$ cat src/rtl/tsm_pkg.sv
package tsm_pkg;

  typedef enum logic [1:0] {
    TS_RUN = 2'b00,
    TS_RDY = 2'b01,
    TS_BLK = 2'b10,
    TS_SUS = 2'b11
  } tstate_e;

  localparam int OP_W = 4;

  typedef enum logic [OP_W-1:0] {
    OP_NOP      = 4'd0,
    OP_SUSPEND  = 4'd1,
    OP_RESUME   = 4'd2,
    OP_DELAY    = 4'd3,
    OP_WAKE     = 4'd4,
    OP_SETPRIO  = 4'd5,
    OP_SETBASE  = 4'd6,
    OP_DISP_OFF = 4'd7,
    OP_DISP_ON  = 4'd8,
    OP_UNLOCK   = 4'd9
  } op_e;

endpackage

$ cat src/rtl/tsm_lock_arb.sv
module tsm_lock_arb #(
  parameter int N    = 4,
  parameter int ID_W = (N > 1) ? $clog2(N) : 1
) (
  input  logic            clk,
  input  logic            rst,
  input  logic [N-1:0]    req_i,
  input  logic            release_i,
  output logic            busy_o,
  output logic [ID_W-1:0] owner_o,
  output logic [N-1:0]    grant_o
);

  logic            busy_q;
  logic [ID_W-1:0] owner_q;
  logic [ID_W-1:0] first_id;

  // lowest-numbered active requester wins
  always_comb begin
    first_id = '0;
    for (int k = N - 1; k >= 0; k--) begin
      if (req_i[k]) first_id = ID_W'(k);
    end
  end

  always_ff @(posedge clk) begin
    if (rst) begin
      busy_q  <= 1'b0;
      owner_q <= '0;
    end else if (busy_q) begin
      if (release_i) busy_q <= 1'b0;
    end else if (|req_i) begin
      busy_q  <= 1'b1;
      owner_q <= first_id;
    end
  end

  generate
    for (genvar g = 0; g < N; g++) begin : g_grant
      assign grant_o[g] = busy_q && (owner_q == ID_W'(g));
    end
  endgenerate

  assign busy_o  = busy_q;
  assign owner_o = owner_q;

endmodule

$ cat src/rtl/tsm_task_slot.sv
module tsm_task_slot
  import tsm_pkg::*;
#(
  parameter int PRIO_W  = 3,
  parameter int TIMER_W = 8
) (
  input  logic               clk,
  input  logic               rst,
  input  logic               hit_i,
  input  logic [OP_W-1:0]    op_i,
  input  logic [TIMER_W-1:0] data_i,
  input  logic               tick_i,
  output logic [1:0]         state_o,
  output logic [PRIO_W-1:0]  prio_o,
  output logic [PRIO_W-1:0]  base_o,
  output logic [TIMER_W-1:0] timer_o
);

  tstate_e            st_q, st_n;
  logic [PRIO_W-1:0]  prio_q, prio_n;
  logic [PRIO_W-1:0]  base_q, base_n;
  logic [TIMER_W-1:0] tmr_q, tmr_n;

  always_comb begin
    st_n   = (st_q == TS_RDY) ? TS_RUN : st_q;
    prio_n = prio_q;
    base_n = base_q;
    tmr_n  = tmr_q;
    if (tick_i && (tmr_q != '0)) begin
      tmr_n = tmr_q - 1'b1;
      if ((tmr_q == TIMER_W'(1)) && (st_q == TS_BLK)) st_n = TS_RDY;
    end
    if (hit_i) begin
      case (op_e'(op_i))
        OP_SUSPEND: st_n = TS_SUS;
        OP_RESUME:  if (st_q == TS_SUS) st_n = TS_RDY;
        OP_DELAY: begin
          st_n  = TS_BLK;
          tmr_n = data_i;
        end
        OP_WAKE: if (st_q == TS_BLK) begin
          st_n  = TS_RDY;
          tmr_n = '0;
        end
        OP_SETPRIO: prio_n = data_i[PRIO_W-1:0];
        OP_SETBASE: base_n = data_i[PRIO_W-1:0];
        default: ;
      endcase
    end
  end

  always_ff @(posedge clk) begin
    if (rst) begin
      st_q   <= TS_RDY;
      prio_q <= '0;
      base_q <= '0;
      tmr_q  <= '0;
    end else begin
      st_q   <= st_n;
      prio_q <= prio_n;
      base_q <= base_n;
      tmr_q  <= tmr_n;
    end
  end

  assign state_o = st_q;
  assign prio_o  = prio_q;
  assign base_o  = base_q;
  assign timer_o = tmr_q;

endmodule

$ cat src/rtl/tsm_stall_gen.sv
module tsm_stall_gen #(
  parameter int N    = 4,
  parameter int ID_W = (N > 1) ? $clog2(N) : 1
) (
  input  logic            clk,
  input  logic            rst,
  input  logic [N-1:0]    run_i,
  input  logic            dis_flag_i,
  input  logic [ID_W-1:0] dis_owner_i,
  output logic [N-1:0]    stall_o
);

  logic [N-1:0] owner_dec;
  logic [N-1:0] stall_d;
  logic [N-1:0] stall_q;

  generate
    for (genvar g = 0; g < N; g++) begin : g_line
      assign owner_dec[g] = (dis_owner_i == ID_W'(g));
      assign stall_d[g]   = (dis_flag_i && !owner_dec[g]) ? 1'b1 : !run_i[g];
    end
  endgenerate

  always_ff @(posedge clk) begin
    if (rst) stall_q <= '1;
    else     stall_q <= stall_d;
  end

  assign stall_o = stall_q;

endmodule

$ cat src/rtl/task_stall_mgr.sv
module task_stall_mgr
  import tsm_pkg::*;
#(
  parameter int NUM_TASKS = 4,
  parameter int PRIO_W    = 3,
  parameter int TIMER_W   = 8,
  parameter int ID_W      = (NUM_TASKS > 1) ? $clog2(NUM_TASKS) : 1
) (
  input  logic                 clk,
  input  logic                 rst,
  input  logic [NUM_TASKS-1:0] lock_req_i,
  output logic [NUM_TASKS-1:0] lock_grant_o,
  input  logic                 cmd_valid_i,
  input  logic [ID_W-1:0]      cmd_src_i,
  input  logic [3:0]           cmd_op_i,
  input  logic [ID_W-1:0]      cmd_tgt_i,
  input  logic [TIMER_W-1:0]   cmd_data_i,
  input  logic                 tick_i,
  output logic [NUM_TASKS-1:0] stall_o,
  input  logic [ID_W-1:0]      rd_id_i,
  output logic [1:0]           rd_state_o,
  output logic [PRIO_W-1:0]    rd_prio_o,
  output logic [PRIO_W-1:0]    rd_base_o,
  output logic [TIMER_W-1:0]   rd_timer_o
);

  logic            lock_busy;
  logic [ID_W-1:0] lock_owner;
  logic            cmd_ok;
  logic            unlock_hit;
  logic            dis_flag_q;
  logic [ID_W-1:0] dis_owner_q;
  logic [NUM_TASKS-1:0] run_vec;

  logic [1:0]         st_arr   [NUM_TASKS];
  logic [PRIO_W-1:0]  prio_arr [NUM_TASKS];
  logic [PRIO_W-1:0]  base_arr [NUM_TASKS];
  logic [TIMER_W-1:0] tmr_arr  [NUM_TASKS];

  assign cmd_ok     = cmd_valid_i && lock_busy && (lock_owner == cmd_src_i);
  assign unlock_hit = cmd_ok && (cmd_op_i == OP_UNLOCK);

  tsm_lock_arb #(.N(NUM_TASKS), .ID_W(ID_W)) lock_i (
    .clk(clk), .rst(rst), .req_i(lock_req_i), .release_i(unlock_hit),
    .busy_o(lock_busy), .owner_o(lock_owner), .grant_o(lock_grant_o)
  );

  generate
    for (genvar g = 0; g < NUM_TASKS; g++) begin : g_slot
      logic hit;
      assign hit = cmd_ok && (cmd_tgt_i == ID_W'(g));
      tsm_task_slot #(.PRIO_W(PRIO_W), .TIMER_W(TIMER_W)) slot_i (
        .clk(clk), .rst(rst), .hit_i(hit), .op_i(cmd_op_i),
        .data_i(cmd_data_i), .tick_i(tick_i),
        .state_o(st_arr[g]), .prio_o(prio_arr[g]),
        .base_o(base_arr[g]), .timer_o(tmr_arr[g])
      );
      assign run_vec[g] = (st_arr[g] == TS_RUN);
    end
  endgenerate

  always_ff @(posedge clk) begin
    if (rst) begin
      dis_flag_q  <= 1'b0;
      dis_owner_q <= '0;
    end else if (cmd_ok && (cmd_op_i == OP_DISP_OFF)) begin
      dis_flag_q  <= 1'b1;
      dis_owner_q <= cmd_src_i;
    end else if (cmd_ok && (cmd_op_i == OP_DISP_ON)) begin
      dis_flag_q  <= 1'b0;
    end
  end

  tsm_stall_gen #(.N(NUM_TASKS), .ID_W(ID_W)) stall_i (
    .clk(clk), .rst(rst), .run_i(run_vec), .dis_flag_i(dis_flag_q),
    .dis_owner_i(dis_owner_q), .stall_o(stall_o)
  );

  // readback register, not reset
  always_ff @(posedge clk) begin
    rd_state_o <= st_arr[rd_id_i];
    rd_prio_o  <= prio_arr[rd_id_i];
    rd_base_o  <= base_arr[rd_id_i];
    rd_timer_o <= tmr_arr[rd_id_i];
  end

endmodule

$ cat config.mk
export PLATFORM = sky130hd
export DESIGN_NAME = task_stall_mgr
export DESIGN_NICKNAME = d
export VERILOG_FILES = /design/src/rtl/tsm_pkg.sv /design/src/rtl/tsm_lock_arb.sv /design/src/rtl/tsm_task_slot.sv /design/src/rtl/tsm_stall_gen.sv /design/src/rtl/task_stall_mgr.sv
export SDC_FILE = /design/constraint.sdc
export NUM_CORES = 1
export LEC_CHECK = 0
export BUFFER_PORTS_ARGS = -buffer_cell sky130_fd_sc_hd__buf_4
export CELL_PAD_IN_SITES_DETAIL_PLACEMENT = 1
export CELL_PAD_IN_SITES_GLOBAL_PLACEMENT = 2
export CORE_MARGIN = 2
export CORE_UTILIZATION = 33
export DETAILED_ROUTE_END_ITERATION = 7
export GPL_ROUTABILITY_DRIVEN = 1
export PLACE_DENSITY = 0.81
export REMOVE_ABC_BUFFERS = 1
export SETUP_SLACK_MARGIN = 0.02
export SLEW_MARGIN = 20
export SYNTH_ARGS = -nofsm -noshare
export SYNTH_HDL_FRONTEND = slang
export SYNTH_SLANG_ARGS = --single-unit
$ cat constraint.sdc
create_clock -name clk -period 1.9 [get_ports clk]
set_input_delay 0 -clock clk [delete_from_list [all_inputs] [get_ports clk]]
set_output_delay 0 -clock clk [all_outputs]
set_load 0.03 [all_outputs]
==> results of run 1 <==
## layer usage
layer	vias to the layer above	part of all wire	GRT usage
met5	-	0	0
met4	0	0.0088	0.03807
met3	10	0.043	0.04088
met2	76	0.50	0.3395
met1	2036	0.45	0.2468
li1	1934	-	-
## timing repair
action	4_1_cts	5_1_grt
hold buffers	5	0
resized for setup	4	15
pin swaps	0	6
setup buffers	0	2
endpoints found under the hold margin	7	0
setup endpoints to repair	4	52
## where the power goes
group	internal (W)	switching, W
clock	0.000922	0.000773
sequential	0.00225	0.000346
combinational	0.00148	0.00158
## kinds of logic (layout without fill, tap and decap cells)
group | Yosys count | after routing | synth area share
flops | 90 | 90 | 0.3972
xor+xnor | 21 | 21 | 0.04055
fa+ha+maj | 12 | 12 | 0.03310
buf+inv | 45 | 123 | 0.04386
mux | 44 | 44 | 0.1426
simple gates | 170 | 170 | 0.1972
compound gates | 100 | 100 | 0.1454
## registers in the layout, summed over array words and instances, names as in the netlist
| name | cells |
|---|---|
| dis_flag_q | 1 |
| dis_owner_q | 2 |
| g_slot.slot_i.base_o | 12 |
| g_slot.slot_i.prio_o | 12 |
| g_slot.slot_i.state_o | 8 |
| g_slot.slot_i.timer_o | 32 |
| lock_i.busy_o | 1 |
| lock_i.owner_o | 2 |
| rd_base_o | 3 |
| rd_prio_o | 3 |
| rd_state_o | 2 |
| rd_timer_o | 8 |
| stall_i.stall_o | 4 |
## worst reg2reg max path, stage by stage (launching register included)
cell,delay [ns]
dfxtp_1,0.32
or4_4,0.54
o41a_1,0.46
nand3_1,0.16
xor2_1,0.18
o22ai_1,0.09
## cells in the mapped netlist, drive strengths merged, types with 4 or more instances
cell    instances  area, µm²
nand3          10      50.05
a31oi          13      81.33
nor3           15      75.07
or3             6      37.54
a21oi          16      80.08
nor2           60      230.2
o22ai          29      181.4
mux2i          26      260.3
mux4           16      364.1
nor4b           4      35.03
nand4           8      56.30
or4             4      30.03
ha             12      150.1
clkbuf         16      60.06
buf            13      78.82
nor4            9      62.56
o21ai          18      90.08
dfxtp          90       1802
xnor2          11      96.34
nor2b           6      37.54
inv            16      60.06
nor3b           5      42.54
nand2          25      93.84
xor2           10      87.58
or2             4      25.02
## how the worst max path moves through the flow
stage | startpoint | endpoint | slack, ns
5_1_grt | g_slot[3].slot_i.timer_o[3]$_SDFF_PP0_ | g_slot[3].slot_i.timer_o[3]$_SDFF_PP0_ | -0.03
6_report | g_slot[3].slot_i.timer_o[3]$_SDFF_PP0_ | g_slot[3].slot_i.timer_o[5]$_SDFF_PP0_ | 0.04
2_1_floorplan | g_slot[1].slot_i.timer_o[0]$_SDFF_PP0_ | g_slot[1].slot_i.timer_o[1]$_SDFF_PP0_ | 0.03
4_1_cts | g_slot[2].slot_i.timer_o[0]$_SDFF_PP0_ | g_slot[2].slot_i.timer_o[1]$_SDFF_PP0_ | 0.02
3_3_place_gp | g_slot[1].slot_i.timer_o[1]$_SDFF_PP0_ | g_slot[1].slot_i.timer_o[1]$_SDFF_PP0_ | 0.008
3_5_place_dp | g_slot[1].slot_i.timer_o[1]$_SDFF_PP0_ | g_slot[1].slot_i.timer_o[1]$_SDFF_PP0_ | -0.04
## through the flow
step	area [µm²]	std cells	total power, W	TNS [ns]	worst slack [ns]
detailed placement	5255	714	0.005460	-0.06787	-0.03934
CTS	5600	734	0.007215	0	0.02347
floorplan	4397	453	0.004381	0	0.02785
global placement	5255	714	0.005377	0	0.008350
global route	5672	736	0.007820	-0.03577	-0.02870
finish	5672	736	0.007349	0	0.04283
## final cells by class
class,instances,area share
clock inverters,5,0.007059
repair buffers,92,0.1240
flip-flops and latches,90,0.3177
multi-input cells,347,0.4597
well taps,176,0.03883
inverters,16,0.01059
clock buffers,10,0.04214
==> flow_metrics.env, run 1 <==
export IMPL_slew_viol_final=0
export IMPL_grt_overflow_total=0
export IMPL_hp_class="input pin to flop"
export IMPL_crit_fanout=8
export IMPL_min_from="lock_req_i[0]"
export IMPL_r2r_cells=5
export IMPL_slowest_delay_ns=0.54
export IMPL_nFillCells=1581
export IMPL_yosys_warnings=0
export IMPL_cts_buffers=9
export IMPL_period_share=0.9775
export IMPL_r2r_end="g_slot[3].slot_i.timer_o[5]$_SDFF_PP0_"
export IMPL_synth_distinct_cells=63
export IMPL_path_delay_family="simple AND/OR/NAND/NOR gates"
export IMPL_fin_skew_ns=0.01051
export IMPL_syn_area_um2=4536
export IMPL_fin_hold_ws_ns=0.008777
export IMPL_io_pins=50
export IMPL_p_leak_nw=2.156
export IMPL_multi_input_area_um2=2608
export IMPL_finalSetupViolCount=0
export IMPL_status="finished, final reports clean"
export IMPL_vdd_ir_drop_worst_mv=0.5154
export IMPL_initial_core_util=0.3398
export IMPL_required_ns=2.11
export IMPL_critPathBufInv=0
export IMPL_powerDensity_nw_per_um2=1296
export IMPL_maxCapViolations=0
export IMPL_r2r_start="g_slot[3].slot_i.timer_o[3]$_SDFF_PP0_"
export IMPL_rsz0062_at_grt="true"
export IMPL_antenna_cells=0
export IMPL_grt_pass1_vias=4109
export IMPL_arrival_ns=2.07
export IMPL_synth_main_ff_cell="dfxtp_1"
export IMPL_grtUsageTotal=0.1938
export IMPL_seq_area_um2=1802
export IMPL_antenna_left=0
export IMPL_max_freq_mhz=538.5
export IMPL_min_to="lock_i.owner_o[0]$_SDFFE_PP0P_"
export IMPL_wl_per_cell_um=18.78
export IMPL_syn_area_per_cell_um2=9.410
export IMPL_cts_root_buf="clkbuf_16"
export IMPL_clock_sinks=90
export IMPL_reg2reg_slack_ns=0.04
export IMPL_fin_crit_ns=1.857
export IMPL_drt_iter0_drc=198
export IMPL_dr_pass1_iters=6
export IMPL_die_h_um=121.2
export IMPL_gp_congestion=0.8258
export IMPL_clk_path_buf_depth=2
export IMPL_fin_nets=594
export IMPL_synth_edf_count=0
export IMPL_critical_path_depth=5
export IMPL_yosysSeqAreaShare=0.3972
export IMPL_max_slew_margin=0.6560
export IMPL_min_path_cells=4
export IMPL_drive_gt1_frac=0.2607
export IMPL_async_flop_share=0
export IMPL_dieArea_um2=14700
export IMPL_wl_mm=13.82
export IMPL_grt_max_degree=36
export IMPL_crit_slowest_cell="or4_4"
export IMPL_path_cells="or4_4, o41a_1, nand3_1, xor2_1, o22ai_1"
export IMPL_crit_type="flop to flop"
export IMPL_vias=4056
export IMPL_mostFrequentLayoutCell="dfxtp_1"
export IMPL_utilization=0.4249
export IMPL_port_buffer_count=49
export IMPL_htree_levels=3
export IMPL_drc=0
export IMPL_clk_pin_slew_ns=0.07
export IMPL_antenna_found_initial=0
export IMPL_worst_pin_slew_ns=0.5113
export IMPL_dp_hpwl_mm=9.977
export IMPL_clock_latency_ns=0.34
export IMPL_cp_end_kind="flop"
export IMPL_hold_viol=0
export IMPL_layout_cells_most_common_list="dfxtp_1, buf_4, nor2_1"
export IMPL_syn_to_final_growth_pct=25.05
export IMPL_tritoncts="yes"
export IMPL_startpoint_type="flop"
export IMPL_via_per_inst=5.511
export IMPL_ys_ff_latch=90
export IMPL_netlist_instances=482
export IMPL_core_area_um2=13350
export IMPL_rows=42
export IMPL_grt_pass1_wl_mm=21.99
export IMPL_dieWidth_um=121.2
(Power assumes the default switching activity.)
==> run 2: changes to the inputs <==
- ABC_AREA: unset -> 1
- CORE_MARGIN: 2 -> 3
- CORE_UTILIZATION: 33 -> 30
- PLACE_DENSITY: 0.81 -> 0.83
==> flow_metrics.env, run 2 <==
export IMPL_status="complete, but fails checks"
export IMPL_violations="hold timing"
export IMPL_yosys_warnings=0
export IMPL_synth_edf_count=0
export IMPL_nFillCells=2221
export IMPL_wl_mm=18.10
export IMPL_hold_viol=1
export IMPL_antenna_cells=0
export IMPL_p_int_w=0.004631
export IMPL_p_seq_frac=0.324
export IMPL_min_from="cmd_src_i[1]"
export IMPL_dieWidth_um=138.9
export IMPL_mostFrequentLayoutCell="nand2_1"
export IMPL_drc=0
export IMPL_reg2reg_slack_ns=0.22
export IMPL_fin_nets=904
export IMPL_synth_distinct_cells=41
export IMPL_arrival_ns=1.92
export IMPL_tritoncts="yes"
export IMPL_worst_pin_slew_ns=0.6838
export IMPL_p_total_w=0.008374
export IMPL_r2r_start="g_slot[3].slot_i.timer_o[0]$_SDFF_PP0_"
export IMPL_p_leak_nw=2.714
export IMPL_r2r_end="g_slot[3].slot_i.state_o[1]$_SDFF_PP0_"
export IMPL_io_pins=50
export IMPL_cpMostUsedCell="nand2_1"
export IMPL_powerDensity_nw_per_um2=1331
export IMPL_port_buffer_count=49
export IMPL_crit_type="flop to flop"
export IMPL_p_sw_w=0.003744
export IMPL_dieArea_um2=19280
export IMPL_min_to="dis_owner_q[1]$_SDFFE_PP0P_"
export IMPL_syn_area_um2=5295
export IMPL_antenna_found_initial=0
export IMPL_grt_max_degree=42
export IMPL_cts_buffers=9
export IMPL_core_area_um2=16940
export IMPL_via_per_inst=4.945
export IMPL_maxCapViolations=0
export IMPL_clock_latency_ns=0.36
export IMPL_synth_area_leaders="dfxtp_1, nand2_1, a21oi_1, nor2_1, nand3_1"
export IMPL_dr_pass1_iters=6
export IMPL_finalSetupViolCount=0
export IMPL_finalSetupTns_ns=0
export IMPL_antenna_left=0
export IMPL_path_cells="inv_1, ha_1, nand2_1, inv_1, nand2_1, nand2_1, nor2_2, nor2_1, nand3_1, a21oi_2"
export IMPL_cts_root_buf="clkbuf_16"
export IMPL_slew_viol_final=0
export IMPL_yosysSeqAreaShare=0.3403
export IMPL_synth_common_cells="nand2_1, nor2_1, dfxtp_1"
export IMPL_cp_end_kind="flop"
export IMPL_crit_slowest_cell="dfxtp_2"
export IMPL_grtUsageTotal=0.1870
export IMPL_seq_area_um2=1805
export IMPL_yosysTopAreaCellShare=0.3403
export IMPL_max_freq_mhz=596.5
export IMPL_drive_gt1_frac=0.1517
export IMPL_rows=47
export IMPL_syn_to_final_growth_pct=18.86
export IMPL_gp_congestion=0.8524
export IMPL_clk_pin_slew_ns=0.07
export IMPL_fin_skew_ns=0.005607
export IMPL_max_slew_margin=0.5437
export IMPL_slowest_delay_ns=0.38
export IMPL_required_ns=2.14
export IMPL_synthMostInstantiatedCell="nand2_1"
export IMPL_clk_path_buf_depth=2
export IMPL_synth_main_ff_cell="dfxtp_1"
export IMPL_multi_input_area_um2=3007
export IMPL_grt_pass1_vias=5322
export IMPL_drt_iter0_drc=347
export IMPL_wl_per_cell_um=16.60
export IMPL_initial_core_util=0.3126
export IMPL_vdd_ir_drop_worst_mv=0.5567
export IMPL_netlist_instances=806
export IMPL_period_share=0.8824
export IMPL_die_h_um=138.9
export IMPL_crit_fanout=5
export IMPL_clock_sinks=90
export IMPL_power_frac_comb=0.464
export IMPL_grt_pass1_wl_mm=28.74
export IMPL_swShare=0.4471
export IMPL_cts_setup_buffers=0
export IMPL_layout_cells_most_common_list="nand2_1, nor2_1, a21oi_1, dfxtp_1, inv_1"
export IMPL_min_path_cells=3
export IMPL_htree_levels=3
export IMPL_dp_hpwl_mm=13.80
export IMPL_r2r_cells=10
export IMPL_grt_overflow_total=0
export IMPL_syn_area_per_cell_um2=6.570
export IMPL_utilization=0.3716
export IMPL_yosys_area_top_type="dfxtp_1"
export IMPL_startpoint_type="flop"
export IMPL_rsz0062_at_grt="false"
export IMPL_fin_hold_ws_ns=-0.0006702
export IMPL_hp_class="input pin to flop"
export IMPL_clockPowerShare=0.212
export IMPL_ys_ff_latch=90
export IMPL_async_flop_share=0
export IMPL_largest_reg_flops=32
export IMPL_vias=5390
export IMPL_fin_crit_ns=1.677
run 2: cell types whose count changed in the layout (fill, tap and decap cells not counted), sizes merged, moves of 6 or more:
cell,change
nor2,+44
o21ai,+40
mux2i,-26
or3,-6
o22ai,-20
nand2,+184
a31oi,-12
buf,-16
nand3,+60
mux4,-16
nor4,-9
inv,+70
nor2b,-6
a21oi,+74
run 2: layer usage:
| metal | vias up | part of all wire | wire length, µm | track usage |
|---|---|---|---|---|
| met5 | - | 0 | 0 | 0 |
| met4 | 0 | 0.012 | 219 | 0.04583 |
| met3 | 17 | 0.037 | 666 | 0.02759 |
| met2 | 92 | 0.46 | 8267 | 0.3055 |
| met1 | 2548 | 0.49 | 8942 | 0.2602 |
| li1 | 2733 | - | - | - |
run 2: how the worst max path moves through the flow:
stage	start	end	slack, ns	cells after the start
3_3_place_gp	g_slot[3].slot_i.timer_o[0]$_SDFF_PP0_	g_slot[3].slot_i.state_o[1]$_SDFF_PP0_	0.11	10
2_1_floorplan	lock_i.owner_o[1]$_SDFFE_PP0P_	g_slot[3].slot_i.timer_o[4]$_SDFF_PP0_	0.25	9
4_1_cts	g_slot[3].slot_i.timer_o[0]$_SDFF_PP0_	g_slot[3].slot_i.state_o[1]$_SDFF_PP0_	0.1	10
5_1_grt	g_slot[3].slot_i.timer_o[1]$_SDFF_PP0_	g_slot[3].slot_i.state_o[1]$_SDFF_PP0_	0.04	10
3_5_place_dp	g_slot[3].slot_i.timer_o[0]$_SDFF_PP0_	g_slot[3].slot_i.state_o[1]$_SDFF_PP0_	0.12	10
6_report	g_slot[3].slot_i.timer_o[0]$_SDFF_PP0_	g_slot[3].slot_i.state_o[1]$_SDFF_PP0_	0.22	10
run 2: stage by stage:
step	cells	cell area (µm²)	setup WS, ns	hold WS (ns)
global placement	1068	5929	0.1141	0.3137
finish	1090	6294	0.2235	-0.0006702
CTS	1090	6275	0.09750	0.01701
floorplan	777	5121	0.2520	0.06244
detailed placement	1068	5929	0.1164	0.3167
global route	1090	6294	0.04010	0.02971
run 2: cell families (layout without fill, tap and decap cells):
kind of cell,Yosys count,count (layout),share of synthesized area
compound gates,160,160,0.1612
xor+xnor,18,18,0.02977
fa+ha+maj,12,12,0.02835
buf+inv,114,178,0.09475
flops,90,90,0.3403
simple gates,412,412,0.3457
run 2: final cells by class:
type | count | share of cell area
Clock buffer | 9 | 0.03579
Clock inverter | 6 | 0.007952
Inverter | 85 | 0.05209
Multi-Input combinational cell | 602 | 0.4777
Sequential cell | 90 | 0.2869
Tap cell | 220 | 0.04374
Timing Repair Buffer | 78 | 0.09582
run 2: power groups by stage:
stage                     Combinational [W]  Sequential, W  Clock (W)
final                               0.00388        0.00271    0.00178
after global routing                0.00442        0.00277    0.00190
after CTS                           0.00384        0.00271    0.00182
after detailed placement            0.00381        0.00275          0
after global placement              0.00377        0.00274          0
after floorplan                     0.00269        0.00273          0
run 2: repair_timing:
item,in CTS,in global routing
gates resized for setup,0,6
endpoints found under the hold margin,25,0
setup endpoints to repair,0,12
hold buffers,7,0
run 2: worst max-delay path, delay by kind of cell, from the launching register on:
kind,cells,cell delay (ns)
buffers and inverters,2,0.15
adder cells (fa/ha/maj),1,0.21
flip-flops,1,0.38
AO/OA/AOI/OAI,1,0.06
AND/OR/NAND/NOR,6,0.76
